`src/rtl/clkdiv_pkg.sv`:
```
package clkdiv_pkg;
  localparam int REG_W    = 8;
  localparam int FLAG_BIT = 7;
  localparam int SEL_W    = 4;
  localparam int RSV_W    = FLAG_BIT - SEL_W;

  typedef logic [SEL_W-1:0] sel_t;

  localparam sel_t SEL_BOOT_FAST = sel_t'(0);
  localparam sel_t SEL_BOOT_SLOW = sel_t'(3);
endpackage

```
`src/rtl/clkdiv_unlock.sv`:
```
module clkdiv_unlock #(
  parameter int WIN_CYC = 4
) (
  input  logic clk,
  input  logic rst,
  input  logic arm_req,
  input  logic sel_take,
  output logic armed
);
  localparam int CNT_W = (WIN_CYC < 2) ? 1 : $clog2(WIN_CYC);
  localparam logic [CNT_W-1:0] LAST = CNT_W'(WIN_CYC - 1);

  logic [CNT_W-1:0] age;

  // A repeated arm request while armed is ignored: no restart, no clear.
  always_ff @(posedge clk) begin
    if (rst) begin
      armed <= 1'b0;
      age   <= '0;
    end else if (armed) begin
      if (sel_take || age == LAST) begin
        armed <= 1'b0;
        age   <= '0;
      end else begin
        age <= age + 1'b1;
      end
    end else if (arm_req) begin
      armed <= 1'b1;
      age   <= '0;
    end
  end
endmodule

```
`src/rtl/clkdiv_sel_reg.sv`:
```
module clkdiv_sel_reg
  import clkdiv_pkg::*;
(
  input  logic clk,
  input  logic rst,
  input  logic boot_div8,
  input  logic load,
  input  sel_t din,
  output sel_t sel
);
  always_ff @(posedge clk) begin
    if (rst)       sel <= boot_div8 ? SEL_BOOT_SLOW : SEL_BOOT_FAST;
    else if (load) sel <= din;
  end
endmodule

```
`src/rtl/clkdiv_pulse.sv`:
```
module clkdiv_pulse #(
  parameter int SEL_W   = 4,
  parameter int MAX_LOG = 8
) (
  input  logic             clk,
  input  logic             rst,
  input  logic [SEL_W-1:0] sel,
  output logic             tick
);
  localparam int CODES = 1 << SEL_W;
  localparam int CNT_W = (MAX_LOG < 1) ? 1 : MAX_LOG;

  logic [CNT_W-1:0] term_tab [CODES];
  logic [CNT_W-1:0] cnt;
  logic [CNT_W-1:0] term_q;

  // Codes above MAX_LOG saturate at the longest period.
  for (genvar c = 0; c < CODES; c++) begin : g_term
    localparam int LG = (c > MAX_LOG) ? MAX_LOG : c;
    assign term_tab[c] = CNT_W'((64'd1 << LG) - 64'd1);
  end

  // The terminal value is reloaded only at the end of a period.
  always_ff @(posedge clk) begin
    if (rst) begin
      cnt    <= '0;
      term_q <= term_tab[sel];
      tick   <= 1'b0;
    end else if (cnt >= term_q) begin
      cnt    <= '0;
      term_q <= term_tab[sel];
      tick   <= 1'b1;
    end else begin
      cnt  <= cnt + 1'b1;
      tick <= 1'b0;
    end
  end
endmodule

```
`src/rtl/clkdiv_guard.sv`:
```
module clkdiv_guard
  import clkdiv_pkg::*;
#(
  parameter int WIN_CYC = 4,
  parameter int MAX_LOG = 8
) (
  input  logic             clk,
  input  logic             rst,
  input  logic             boot_div8,
  input  logic             wr_en,
  input  logic [REG_W-1:0] wr_data,
  output logic [REG_W-1:0] rd_data,
  output logic             tick
);
  logic armed;
  logic arm_req;
  logic sel_take;
  sel_t sel;

  assign arm_req  = wr_en && wr_data[FLAG_BIT] && (wr_data[FLAG_BIT-1:0] == '0);
  assign sel_take = wr_en && !wr_data[FLAG_BIT] && armed;

  clkdiv_unlock #(.WIN_CYC(WIN_CYC)) u_unlock (
    .clk      (clk),
    .rst      (rst),
    .arm_req  (arm_req),
    .sel_take (sel_take),
    .armed    (armed)
  );

  clkdiv_sel_reg u_sel (
    .clk       (clk),
    .rst       (rst),
    .boot_div8 (boot_div8),
    .load      (sel_take),
    .din       (wr_data[SEL_W-1:0]),
    .sel       (sel)
  );

  clkdiv_pulse #(.SEL_W(SEL_W), .MAX_LOG(MAX_LOG)) u_pulse (
    .clk  (clk),
    .rst  (rst),
    .sel  (sel),
    .tick (tick)
  );

  assign rd_data = {armed, {RSV_W{1'b0}}, sel};
endmodule

```
`config.mk`:
```
export PLATFORM = sky130hd
export DESIGN_NAME = clkdiv_guard
export DESIGN_NICKNAME = d
export VERILOG_FILES = /design/src/rtl/clkdiv_pkg.sv /design/src/rtl/clkdiv_unlock.sv /design/src/rtl/clkdiv_sel_reg.sv /design/src/rtl/clkdiv_pulse.sv /design/src/rtl/clkdiv_guard.sv
export SDC_FILE = /design/constraint.sdc
export NUM_CORES = 1
export LEC_CHECK = 0
export ABC_AREA = 0
export BUFFER_PORTS_ARGS = -buffer_cell sky130_fd_sc_hd__buf_2
export CAP_MARGIN = 25
export CORE_MARGIN = 2
export CORE_UTILIZATION = 30
export CTS_CLUSTER_DIAMETER = 120
export DETAILED_ROUTE_END_ITERATION = 10
export SYNTH_ARGS = -nofsm -noshare
export SYNTH_HDL_FRONTEND = slang
export SYNTH_SLANG_ARGS = --single-unit
```
`constraint.sdc`:
```
create_clock -name clk -period 4.5 [get_ports clk]
set_input_delay 0.675 -clock clk [delete_from_list [all_inputs] [get_ports clk]]
set_output_delay 0.675 -clock clk [all_outputs]
set_load 0.02 [all_outputs]
```
### After elaboration in Yosys (flattened, before gate mapping)

Memories as Yosys holds them, arrays and structs flattened.
Index checks and enable logic that the tools add are counted.

| storage, ports and cells | value |
|---|---|
| bits in registers | 24 |
| ROM bits | 128 |
| input bits | 12 |
| output and inout port bits | 9 |
| word-level logic and storage cells | 38 |
| memories kept | 1 |

Memories:

| memory | depth | width | rd ports | clocked after Yosys merged registers in | write ports | RTL line | RTL |
|---|---|---|---|---|---|---|---|
| (no name shown) | 16 | 8 | 1 | 0 | 0 | clkdiv_pulse.sv:27 | `term_q <= term_tab[sel];` |

| cells by class | value |
|---|---|
| $add $sub $neg | 2 |
| order comparisons | 2 |
| eq/ne operators | 1 |
| multiplexer cells | 14 |
| bitwise operators | 1 |
| reduce and logical (&&, ||, !) cells | 11 |

Operators by type and width:

| kind | number |
|---|---|
| $mux 8 | 4 |
| $add 8x1->8 const B | 1 |
| $ge 8x8->1 | 1 |
| $mux 2 | 4 |
| $mux 4 | 2 |
| $logic_not 7->1 | 1 |
| $reduce_bool 2->1 | 3 |
| $ge 5x5->1 const B | 1 |
| $not 4->5 | 1 |
| $logic_and 1x1->1 | 4 |
| $mux 1 | 4 |
| $add 2x1->2 const B | 1 |
| $eq 2x2->1 const B | 1 |
| $reduce_or 2->1 | 1 |
| $logic_not 1->1 | 1 |
| $logic_or 1x1->1 | 1 |

### Depth between registers and ports, before layout

Gate-level depths: netlist of run 1.

| depth | value |
|---|---|
| word-level depth | 6 |
| gate-level depth with buffers | 6 |

### Hierarchy

From an unflattened synthesis of run 1, not the netlist that was laid out.

| second synthesis, totals | value |
|---|---|
| cells, all modules | 109 |
| area total of the unflattened synthesis | 1239.9 um2 |

Modules (own cells, without submodules):

| module | instances | cells an instance | area each (um2) | seq. area each (um2) |
|---|---|---|---|---|
| clkdiv_pulse | 1 | 77 | 863.3 | 420.4 |
| clkdiv_sel_reg | 1 | 9 | 166.4 | 120.1 |
| clkdiv_unlock | 1 | 13 | 141.4 | 60.1 |
| clkdiv_guard | 1 | 10 | 68.8 | 0.0 |

### Worst setup path before layout of run 1

No wires, ideal clock.

| timing | value |
|---|---|
| path kind | reg2reg |
| start point | reg u_pulse.term_q[1] |
| end point | reg u_pulse.term_q[0] (enable) |
| setup time | 283 ps |
| arrival time | 1635 ps |
| data required time | 4217 ps |
| setup slack | 2582 ps |
| stages on the path, launching flop included | 7 |
| buffers on the path | 0 |
| clock period less this slack | 1918 ps |
| cell sequence | edfxtp_1 -> inv_1 -> ha_1 -> or4_4 -> a21oi_4 -> o31ai_4 -> or2_1 |

| on the way | value |
|---|---|
| cells in the longest elaborated chain, start to end | 2 |

RTL lines:

| what | RTL line | RTL |
|---|---|---|
| start: declaration | clkdiv_pulse.sv:15 | `logic [CNT_W-1:0] term_q;` |
| start signal: assignment | clkdiv_pulse.sv:27 |  |
| start signal: assignment | clkdiv_pulse.sv:31 | `term_q <= term_tab[sel];` |
| $ge 8x8->1 | clkdiv_pulse.sv:29 | `end else if (cnt >= term_q) begin` |
| $reduce_bool 2->1 (no line) | -- |  |

Every way passes these cells.
A chain may end at the register's enable or synchronous reset.

### Final worst setup path of run 1

| timing | value |
|---|---|
| start point | reg u_pulse.cnt[0] |
| end point | reg u_pulse.term_q[0] (enable) |

| on the way | value |
|---|---|
| cells in the longest elaborated chain, start to end | 2 |

RTL lines:

| what | RTL line | RTL |
|---|---|---|
| start: declaration | clkdiv_pulse.sv:14 | `logic [CNT_W-1:0] cnt;` |
| start signal: assignment | clkdiv_pulse.sv:34 | `cnt <= cnt + 1'b1;` |
| $ge 8x8->1 | clkdiv_pulse.sv:29 |  |
| $reduce_bool 2->1 (no line) | -- |  |

Every way passes these cells.

==> parameters.txt, run 1 <==
Parameter                              Value

Outcome
  Outcome    complete, no violations

Cells and area
  Number of antenna diodes    0
  Register area    601 µm²
  Fill cell total of the finished layout    405
  Post-layout instance count excluding filler cells    180
  Most common library cell in the layout ignoring fill and taps    sky130_fd_sc_hd__buf_2
  Count of nets after finishing    153
  Ratio of cells with drive above 1 in the final layout    0.215
  Layout Area Growth over Synthesis    13.3%
  Summed area of non-filler cells in the final layout    0.00139 mm²
  Commonest cells after routing, fill and taps aside    17 x sky130_fd_sc_hd__buf_2, 12 x sky130_fd_sc_hd__dfxtp_1, 12 x sky130_fd_sc_hd__edfxtp_1
  Utilization after layout    0.350
  Footprint of the multi-input gates    556 µm²

Clock tree
  Cts bufs inserted    3
  H-tree Lvls    1
  Cts-stage hold buffer count    0
  TritonCTS sink count    24
  Clock latency on the worst-skew pair    0.26 ns
  Number of buffers inserted by post-CTS setup repair    0
  Post-cts gate resize count    0
  Root Buffer Master    sky130_fd_sc_hd__clkbuf_8
  Largest buffer count on any clock path    2
  TritonCTS clock tree    done
  Clock slew seen by the registers of the worst setup and hold paths    0.08 ns

Critical path
  CP Data Arrival Time    2.06 ns
  Slowest cell on the critical path    sky130_fd_sc_hd__o31ai_4
  CP endpoint kind    register
  Sequence of cells on the critical path    inv_1, ha_1, nand2b_1, a21oi_4, o31ai_4, or2_1
  Biggest fanout along the worst timing path    10
  Setup crit start kind    register
  Category of the most critical setup path    register to register
  Crit-path max cell delay    0.47 ns
  Required time worst endpoint    4.44 ns

Yosys
  Per-instance average area after synthesis    10.9 µm²
  Yosys Warn Count    0
  Post-synth top flop    sky130_fd_sc_hd__edfxtp_1
  Synth Instances    113
  Fraction of registers with async set/reset    0
  Register area share after synthesis    0.489
  Number of synthesized flops with an enable pin    12
  Netlist Area Pre-Place    0.00123 mm²
  Netlist cell types    32
  Post-synthesis register bit count    24

Timing
  Period minus WS final    2.12 ns
  Clock Skews    0.00333 ns
  Maximum achievable frequency    0.471 GHz
  Final worst-path setup slack    2.38 ns
  Hold Vio Cnt, Final    0
  Worst-Margin Slew    0.503 ns
  Part of the cycle the worst path needs    0.472
  Worst rel slew slack    0.665
  Slew Limit Fails    0
  Worst Hold Slack    0.546 ns
  Setup repair after global routing missed its margin    no
  Setup TNS    0 ns
  Final setup violation count    0

Global routing
  Global-route wire length before repair    3350 µm
  Total overflow reported by the global router    0
  Vias in the first global route    863
  Largest net degree at the start of global routing    20
  Overall Global Routing Usage    0.0985
  Number of antenna violations at the first check in global routing    0

Floorplan
  Width of the die    68.0 µm
  Die Span Y    68.0 µm
  # rows    23
  Count of pins on the block boundary    21
  Die Outline Area    0.00462 mm²
  Starting utilization of the core area    0.309
  Core ar.    0.00397 mm²

Drt
  DR vias/cell    4.59
  Via Count    826
  Final wirelength    2040 µm
  Post-detailed-route wirelength per cell    11.3 µm
  Number of DRC violations after detailed routing    0
  Antenna violation net count after detailed routing    0
  Number of DRC markers after the initial detailed-route iteration    5
  Detailed Routing Iterations Pass 1    4

Job
  MaxCap Viol Count    0

Hold path
  Worst Hold Class    register to register

Pwr
  Power, Total    423 µW
  Leak    0.623 nW
  Power density over cell area    305 mW/mm²
  Maximum VDD drop    0.000137 V

Place
  Detailed Place HPWL    1580 µm
  Input/output buffers    17
  Number of cells after detailed placement    176
  Final RePlAce weighted congestion    0.780
  Post-placement cell area    0.00135 mm²
  DP Worst Slack    2.37 ns
cells in the mapped netlist, types with 2 or more instances:
master | n | area share
sky130_fd_sc_hd__buf_4 | 4 | 0.024
sky130_fd_sc_hd__a21o_1 | 4 | 0.024
sky130_fd_sc_hd__xor2_1 | 5 | 0.036
sky130_fd_sc_hd__and3_1 | 2 | 0.010
sky130_fd_sc_hd__o21a_1 | 3 | 0.018
sky130_fd_sc_hd__nand3_1 | 6 | 0.024
sky130_fd_sc_hd__dfxtp_1 | 12 | 0.20
sky130_fd_sc_hd__nor3_1 | 6 | 0.024
sky130_fd_sc_hd__clkbuf_1 | 2 | 0.0061
sky130_fd_sc_hd__or3_1 | 2 | 0.010
sky130_fd_sc_hd__edfxtp_1 | 12 | 0.29
sky130_fd_sc_hd__inv_1 | 11 | 0.034
sky130_fd_sc_hd__nor2_1 | 5 | 0.015
sky130_fd_sc_hd__nand2b_1 | 2 | 0.010
sky130_fd_sc_hd__ha_1 | 10 | 0.10
sky130_fd_sc_hd__o21ai_0 | 3 | 0.012
sky130_fd_sc_hd__a21oi_1 | 2 | 0.0082
sky130_fd_sc_hd__a2bb2oi_1 | 2 | 0.014
sky130_fd_sc_hd__or2_2 | 2 | 0.010
sky130_fd_sc_hd__nor2b_1 | 6 | 0.031
cell families (layout without fill, tap and decap cells):
| group | count (synthesis) | after routing | share of synthesized area |
|---|---|---|---|
| simple gates | 39 | 39 | 0.191 |
| fa+ha+maj | 10 | 10 | 0.102 |
| other cells | 1 | 3 | 0.00306 |
| buf+inv | 17 | 32 | 0.0642 |
| flops | 24 | 24 | 0.489 |
| compound gates | 16 | 16 | 0.108 |
| xor+xnor | 6 | 6 | 0.0428 |
final timing paths:
kind,startpoint,endpoint,slack [ns],cells past startpoint
hold reg to reg,u_pulse.cnt[0],u_pulse.cnt[0],0.55,1
setup reg to reg,u_pulse.cnt[0],u_pulse.term_q[0],2.38,6
setup / recovery,u_pulse.cnt[0],u_pulse.term_q[0],2.38,6
hold / removal,u_pulse.cnt[0],u_pulse.cnt[0],0.55,1
flip-flops by register name (all words and copies together), names as in the netlist:
signal,count
u_unlock.armed,1
u_pulse.tick,1
u_pulse.term_q,8
u_unlock.age,2
u_sel.sel,4
u_pulse.cnt,8
layout make-up:
| cell class | instances | area share |
|---|---|---|
| timing repair buffer | 17 | 0.0612 |
| tap | 50 | 0.0450 |
| clock buffer | 4 | 0.0324 |
| inverter | 11 | 0.0297 |
| sequential | 24 | 0.432 |
| multi-input combinational | 74 | 0.400 |
power by group:
group / leakage (nW) / total [mW] / internal [mW] / switching [mW]
combinational: 0.393 / 0.0478 / 0.0207 / 0.0271
sequential: 0.207 / 0.249 / 0.241 / 0.00784
clock: 0.0228 / 0.126 / 0.0632 / 0.0632
total: 0.623 / 0.423 / 0.325 / 0.0982
metal layers:
metal  vias to the layer above  GRT usage  part of all wire
li1                        422          -                 -
met4                         0     0.0550             0.018
met3                         5     0.0263             0.033
met5                         -          0                 0
met2                        19      0.191              0.54
met1                       380     0.0918              0.41
critical path: cells and delay by family (launching register included):
family                   cells  cell delay (ns)
buffers and inverters        1             0.06
AO/OA/AOI/OAI                2             0.54
AND/OR/NAND/NOR              2             0.51
flip-flops                   1             0.41
adder cells (fa/ha/maj)      1             0.27
No activity file was read; power rests on OpenSTA's default activity.
==> run 2: changes to the inputs <==
Clock period 4.5 ns to 2.2 ns, I/O delays scaled along.
==> run 2 against run 1 <==
Against the previous run:
- sequential share of layout area decreased by 0.61 points
- critical path type unchanged
- combinational power rose by 110%
- maximum frequency is 5.2% higher
- highest routed layer unchanged
- clock-buffer cell count stayed put
- clock skew rose by 0.00051 ns
- sequential power rose by 100%
- die area is the same
==> parameters.txt, run 2 (synthesized netlist as in run 1, its figures left out) <==
Parameter                              Value

Cells and area
  Layout Area Growth over Synthesis    14.9%
  Utilization after layout    0.355
  Number of antenna diodes    0
  Summed area of non-filler cells in the final layout    0.00141 mm²
  Most common library cell in the layout ignoring fill and taps    sky130_fd_sc_hd__buf_2
  Biggest regs    u_pulse.cnt (8), u_pulse.term_q (8), u_sel.sel (4)
  Commonest cells after routing, fill and taps aside    17 x sky130_fd_sc_hd__buf_2, 12 x sky130_fd_sc_hd__dfxtp_1, 12 x sky130_fd_sc_hd__edfxtp_1
  Ratio of cells with drive above 1 in the final layout    0.237
  Post-layout instance count excluding filler cells    181
  Count of nets after finishing    154

Clock tree
  Root Buffer Master    sky130_fd_sc_hd__clkbuf_8
  Clock latency on the worst-skew pair    0.26 ns
  TritonCTS clock tree    done
  TritonCTS sink count    24
  Largest buffer count on any clock path    2
  Cts bufs inserted    3
  Clock slew seen by the registers of the worst setup and hold paths    0.08 ns
  H-tree Lvls    1

Timing
  Period minus WS final    2.02 ns
  Slew Limit Fails    0
  Setup TNS    0 ns
  Worst-Margin Slew    0.502 ns
  Clock Skews    0.00384 ns
  Hold Vio Cnt, Final    0
  Final setup violation count    0
  Maximum achievable frequency    0.495 GHz
  Setup repair after global routing missed its margin    no
  Worst rel slew slack    0.665
  Part of the cycle the worst path needs    0.918
  Worst Hold Slack    0.367 ns
  Final worst-path setup slack    0.181 ns

Drt
  Detailed Routing Iterations Pass 1    2
  Post-detailed-route wirelength per cell    11.2 µm
  Final wirelength    2030 µm
  Number of DRC markers after the initial detailed-route iteration    6
  Via Count    835
  Antenna violation net count after detailed routing    0
  DR vias/cell    4.61
  Number of DRC violations after detailed routing    0

Pwr
  Part of the power in combinational logic    0.113
  Clock Power Share    0.321
  Int Pwr    698 µW
  Power density over cell area    638 mW/mm²
  Maximum VDD drop    0.000370 V
  Net load switching power    202 µW
  Part of the power in registers    0.566
  Leak    0.635 nW
  Net switching fraction of the power    0.224
  Power, Total    900 µW

Global routing
  Number of antenna violations at the first check in global routing    0
  Met2 Use GR    0.189
  Overall Global Routing Usage    0.101
  Total overflow reported by the global router    0
  Global-route wire length before repair    3460 µm
  Vias in the first global route    857
  Met3 track utilization from global routing    0.0197
  GR peak layer    met2
  Met1 usage    0.104
  Largest net degree at the start of global routing    20

Outcome
  Outcome    complete, no violations

Place
  DP Worst Slack    0.126 ns
  Detailed Place HPWL    1590 µm
  Final RePlAce weighted congestion    0.752
  Number of cells after detailed placement    177
  Post-placement cell area    0.00135 mm²
  Input/output buffers    17

Critical path
  Setup crit start kind    register
  Crit Reg-Reg Startpoint    u_pulse.cnt[2]
  Required time worst endpoint    2.22 ns
  Worst-case register-to-register setup slack    0.18 ns
  Biggest fanout along the worst timing path    10
  Slowest cell on the critical path    sky130_fd_sc_hd__dfxtp_1
  CP Data Arrival Time    2.03 ns
  Crit-path max cell delay    0.41 ns
  Sequence of cells on the critical path    ha_1, or3_1, a21oi_1, o31ai_4, or2_4
  CP endpoint kind    register
  Category of the most critical setup path    register to register
  Number of cell instances on the worst register-to-register path    5
  Capture point of the worst reg-to-reg path    u_pulse.term_q[0]

Floorplan
  Width of the die    68.0 µm
  # rows    23
  Core ar.    0.00397 mm²
  Count of pins on the block boundary    21
  Die Outline Area    0.00462 mm²
  Die Span Y    68.0 µm
  Starting utilization of the core area    0.309

Hold path
  Min-Delay Startpoint    boot_div8
  Worst Hold Class    primary input to register
  Cell depth of the worst hold path    3
  Sink of the worst hold path    u_sel.sel[1]

Job
  MaxCap Viol Count    0
[run 2: area by class of cell]
cell class                      count  area [µm²]
Clock buffer                        4        55.1
Fill cell                         414        2560
Inverter                           11        41.3
Multi-Input combinational cell     74         558
Sequential cell                    24         601
Tap cell                           50        62.6
Timing Repair Buffer               18        92.6
[run 2: routing by layer]
layer	routed length (µm)	part of all wire
met5	0	0
met2	1110	0.55
met3	64	0.032
met1	822	0.41
met4	28	0.014
[run 2: critical path: cells and delay by family, from the launching register on]
kind / cells / cell delay [ns]
adder cells (fa/ha/maj): 1 / 0.26
AND/OR/NAND/NOR: 2 / 0.67
flip-flops: 1 / 0.41
AO/OA/AOI/OAI: 2 / 0.42
[run 2: how the worst max path moves through the flow]
| stage | to | start | slack (ns) |
|---|---|---|---|
| detailed placement | u_pulse.term_q[0] | u_pulse.term_q[0] | 0.13 |
| finish | u_pulse.term_q[0] | u_pulse.cnt[2] | 0.18 |
| global route | u_pulse.term_q[5] | u_pulse.cnt[2] | 0.08 |
| floorplan | u_pulse.term_q[0] | u_pulse.term_q[1] | 0.28 |
| global placement | u_pulse.term_q[6] | u_pulse.term_q[1] | 0.19 |
| CTS | u_pulse.term_q[7] | u_pulse.cnt[2] | 0.09 |
[run 2: repair_timing]
item / CTS / global route
gates resized for setup: 0 / 1
setup buffers: 0 / 0
endpoints found under the setup margin: 0 / 8
hold buffers: 0 / 0
endpoints found under the hold margin: 0 / 0
[run 2: power by group through the flow]
stage               Combinational (mW)  Clock, mW  Sequential (mW)
finish                           0.102      0.289            0.509
CTS                              0.103      0.303            0.509
floorplan                       0.0670          0            0.525
detailed placement               0.101          0            0.519
global route                     0.116      0.315            0.512
global placement                0.0983          0            0.518
==> run 3: changes to the inputs <==
Settings changed: REMOVE_ABC_BUFFERS set to 1.
==> run 3 against run 2 <==
Against the previous run:
- non-clock buffer count stayed put
- die area stayed put
- power is 10% higher
- clock skew is 0.0018 ns higher
- cell count stayed put
- sequential cell count stayed put
==> parameters.txt, run 3 (synthesized netlist as in run 1, its figures left out) <==
Parameter                              Value

Outcome
  Outcome    complete, no violations

Timing
  Final setup violation count    0
  Worst Hold Slack    0.349 ns
  Slew Limit Fails    0
  Part of the cycle the worst path needs    0.925
  Setup TNS    0 ns
  Final worst-path setup slack    0.166 ns
  Clock Skews    0.00567 ns
  Period minus WS final    2.03 ns
  Maximum achievable frequency    0.492 GHz
  Setup repair after global routing missed its margin    no
  Hold Vio Cnt, Final    0

Cells and area
  Biggest regs    u_pulse.cnt (8), u_pulse.term_q (8), u_sel.sel (4)
  Count of nets after finishing    154
  Register area    601 µm²
  Most common library cell in the layout ignoring fill and taps    sky130_fd_sc_hd__buf_2
  Ratio of cells with drive above 1 in the final layout    0.229
  Post-layout instance count excluding filler cells    181
  Number of antenna diodes    0
  Commonest cells after routing, fill and taps aside    17 x sky130_fd_sc_hd__buf_2, 12 x sky130_fd_sc_hd__dfxtp_1, 12 x sky130_fd_sc_hd__edfxtp_1
  Footprint of the multi-input gates    556 µm²
  Fill cell total of the finished layout    398
  Layout Area Growth over Synthesis    16.0%

Clock tree
  TritonCTS sink count    24
  Cts bufs inserted    3
  Post-cts gate resize count    0
  Number of buffers inserted by post-CTS setup repair    0
  Clock latency on the worst-skew pair    0.27 ns
  H-tree Lvls    1
  Cts-stage hold buffer count    0
  Largest buffer count on any clock path    2
  Clock slew seen by the registers of the worst setup and hold paths    0.09 ns
  TritonCTS clock tree    done
  Root Buffer Master    sky130_fd_sc_hd__clkbuf_8

Global routing
  Total overflow reported by the global router    0
  Largest net degree at the start of global routing    20
  Vias in the first global route    798
  Overall Global Routing Usage    0.103
  Global-route wire length before repair    3480 µm
  Number of antenna violations at the first check in global routing    0

Critical path
  Largest delay share family, worst path    simple AND/OR/NAND/NOR gates
  Biggest fanout along the worst timing path    10
  Category of the most critical setup path    register to register
  CP endpoint kind    register
  Crit-path max cell delay    0.41 ns
  Setup crit start kind    register
  Sequence of cells on the critical path    ha_1, or3_1, a21oi_1, o31ai_4, or2_1
  Required time worst endpoint    2.19 ns
  Number of buffers and inverters on the critical path    0
  CP Data Arrival Time    2.03 ns
  Slowest cell on the critical path    sky130_fd_sc_hd__dfxtp_1

Pwr
  Clock Power Share    0.386
  Part of the power in combinational logic    0.100
  Part of the power in registers    0.514
  Int Pwr    780 µW
  Maximum VDD drop    0.000309 V
  Net switching fraction of the power    0.212
  Power density over cell area    696 mW/mm²
  Net load switching power    210 µW
  Leak    0.641 nW

Drt
  Post-detailed-route wirelength per cell    11.1 µm
  Detailed Routing Iterations Pass 1    4
  Number of DRC violations after detailed routing    0
  Number of DRC markers after the initial detailed-route iteration    16
  Via Count    826
  Antenna violation net count after detailed routing    0
  DR vias/cell    4.56
  Final wirelength    2010 µm

Place
  Detailed Place HPWL    1540 µm
  DP Worst Slack    0.162 ns
  Input/output buffers    17
  Final RePlAce weighted congestion    0.746
  Number of cells after detailed placement    177

Hold path
  Worst Hold Class    primary input to register

Floorplan
  Die Outline Area    0.00462 mm²
  Core ar.    0.00397 mm²
  Count of pins on the block boundary    21
  Starting utilization of the core area    0.309
  # rows    23
  Width of the die    68.0 µm
  Die Span Y    68.0 µm

Job
  MaxCap Viol Count    0
-- run 3: changes by cell type in the layout (fill, tap and decap cells not counted) --
cell,before,now
sky130_fd_sc_hd__bufinv_16,0,1
sky130_fd_sc_hd__clkbuf_8,4,3
sky130_fd_sc_hd__or2_4,1,0
sky130_fd_sc_hd__or2_1,0,1
-- run 3: final cells by class --
cell class              instances  share of cell area
repair buffers                 18              0.0650
well taps                      50              0.0439
clock inverters                 1              0.0211
inverters                      11              0.0290
clock buffers                   3              0.0290
multi-input cells              74               0.390
flip-flops and latches         24               0.422
-- run 3: power groups by stage --
stage	combinational [mW]	clock, mW	sequential (mW)
after CTS	0.101	0.390	0.510
after global placement	0.0989	0	0.519
after floorplan	0.0585	0	0.525
after detailed placement	0.0995	0	0.520
final	0.0991	0.382	0.509
after global routing	0.112	0.417	0.513
-- run 3: metrics by stage --
step	utilization	power, mW	cell area [µm²]
3_5_place_dp	0.341	0.619	1350
2_1_floorplan	-	0.583	1200
4_1_cts	0.359	1.00	1420
6_report	0.359	0.991	1420
5_1_grt	0.359	1.04	1420
3_3_place_gp	0.341	0.618	1350
-- run 3: final timing paths --
check / from / to / depth (start not counted) / slack [ns]
max reg2reg: u_pulse.cnt[2] / u_pulse.term_q[2] / 5 / 0.17
min reg2reg: u_pulse.cnt[0] / u_pulse.cnt[0] / 2 / 0.58
max: u_pulse.cnt[2] / u_pulse.term_q[2] / 5 / 0.17
min: boot_div8 / u_sel.sel[1] / 3 / 0.35
-- run 3: worst reg2reg max path, cell delays in order (launching register included) --
cell	delay, ns
sky130_fd_sc_hd__dfxtp_1	0.41
sky130_fd_sc_hd__ha_1	0.25
sky130_fd_sc_hd__or3_1	0.33
sky130_fd_sc_hd__a21oi_1	0.22
sky130_fd_sc_hd__o31ai_4	0.17
sky130_fd_sc_hd__or2_1	0.37
-- run 3: routing by layer --
layer | wire length (µm) | part of all wire | track usage | up-vias
li1 | - | - | - | 424
met1 | 830 | 0.41 | 0.115 | 380
met2 | 1060 | 0.53 | 0.183 | 18
met3 | 80 | 0.040 | 0.0247 | 4
met4 | 38 | 0.019 | 0.0525 | 0
met5 | 0 | 0 | 0 | -
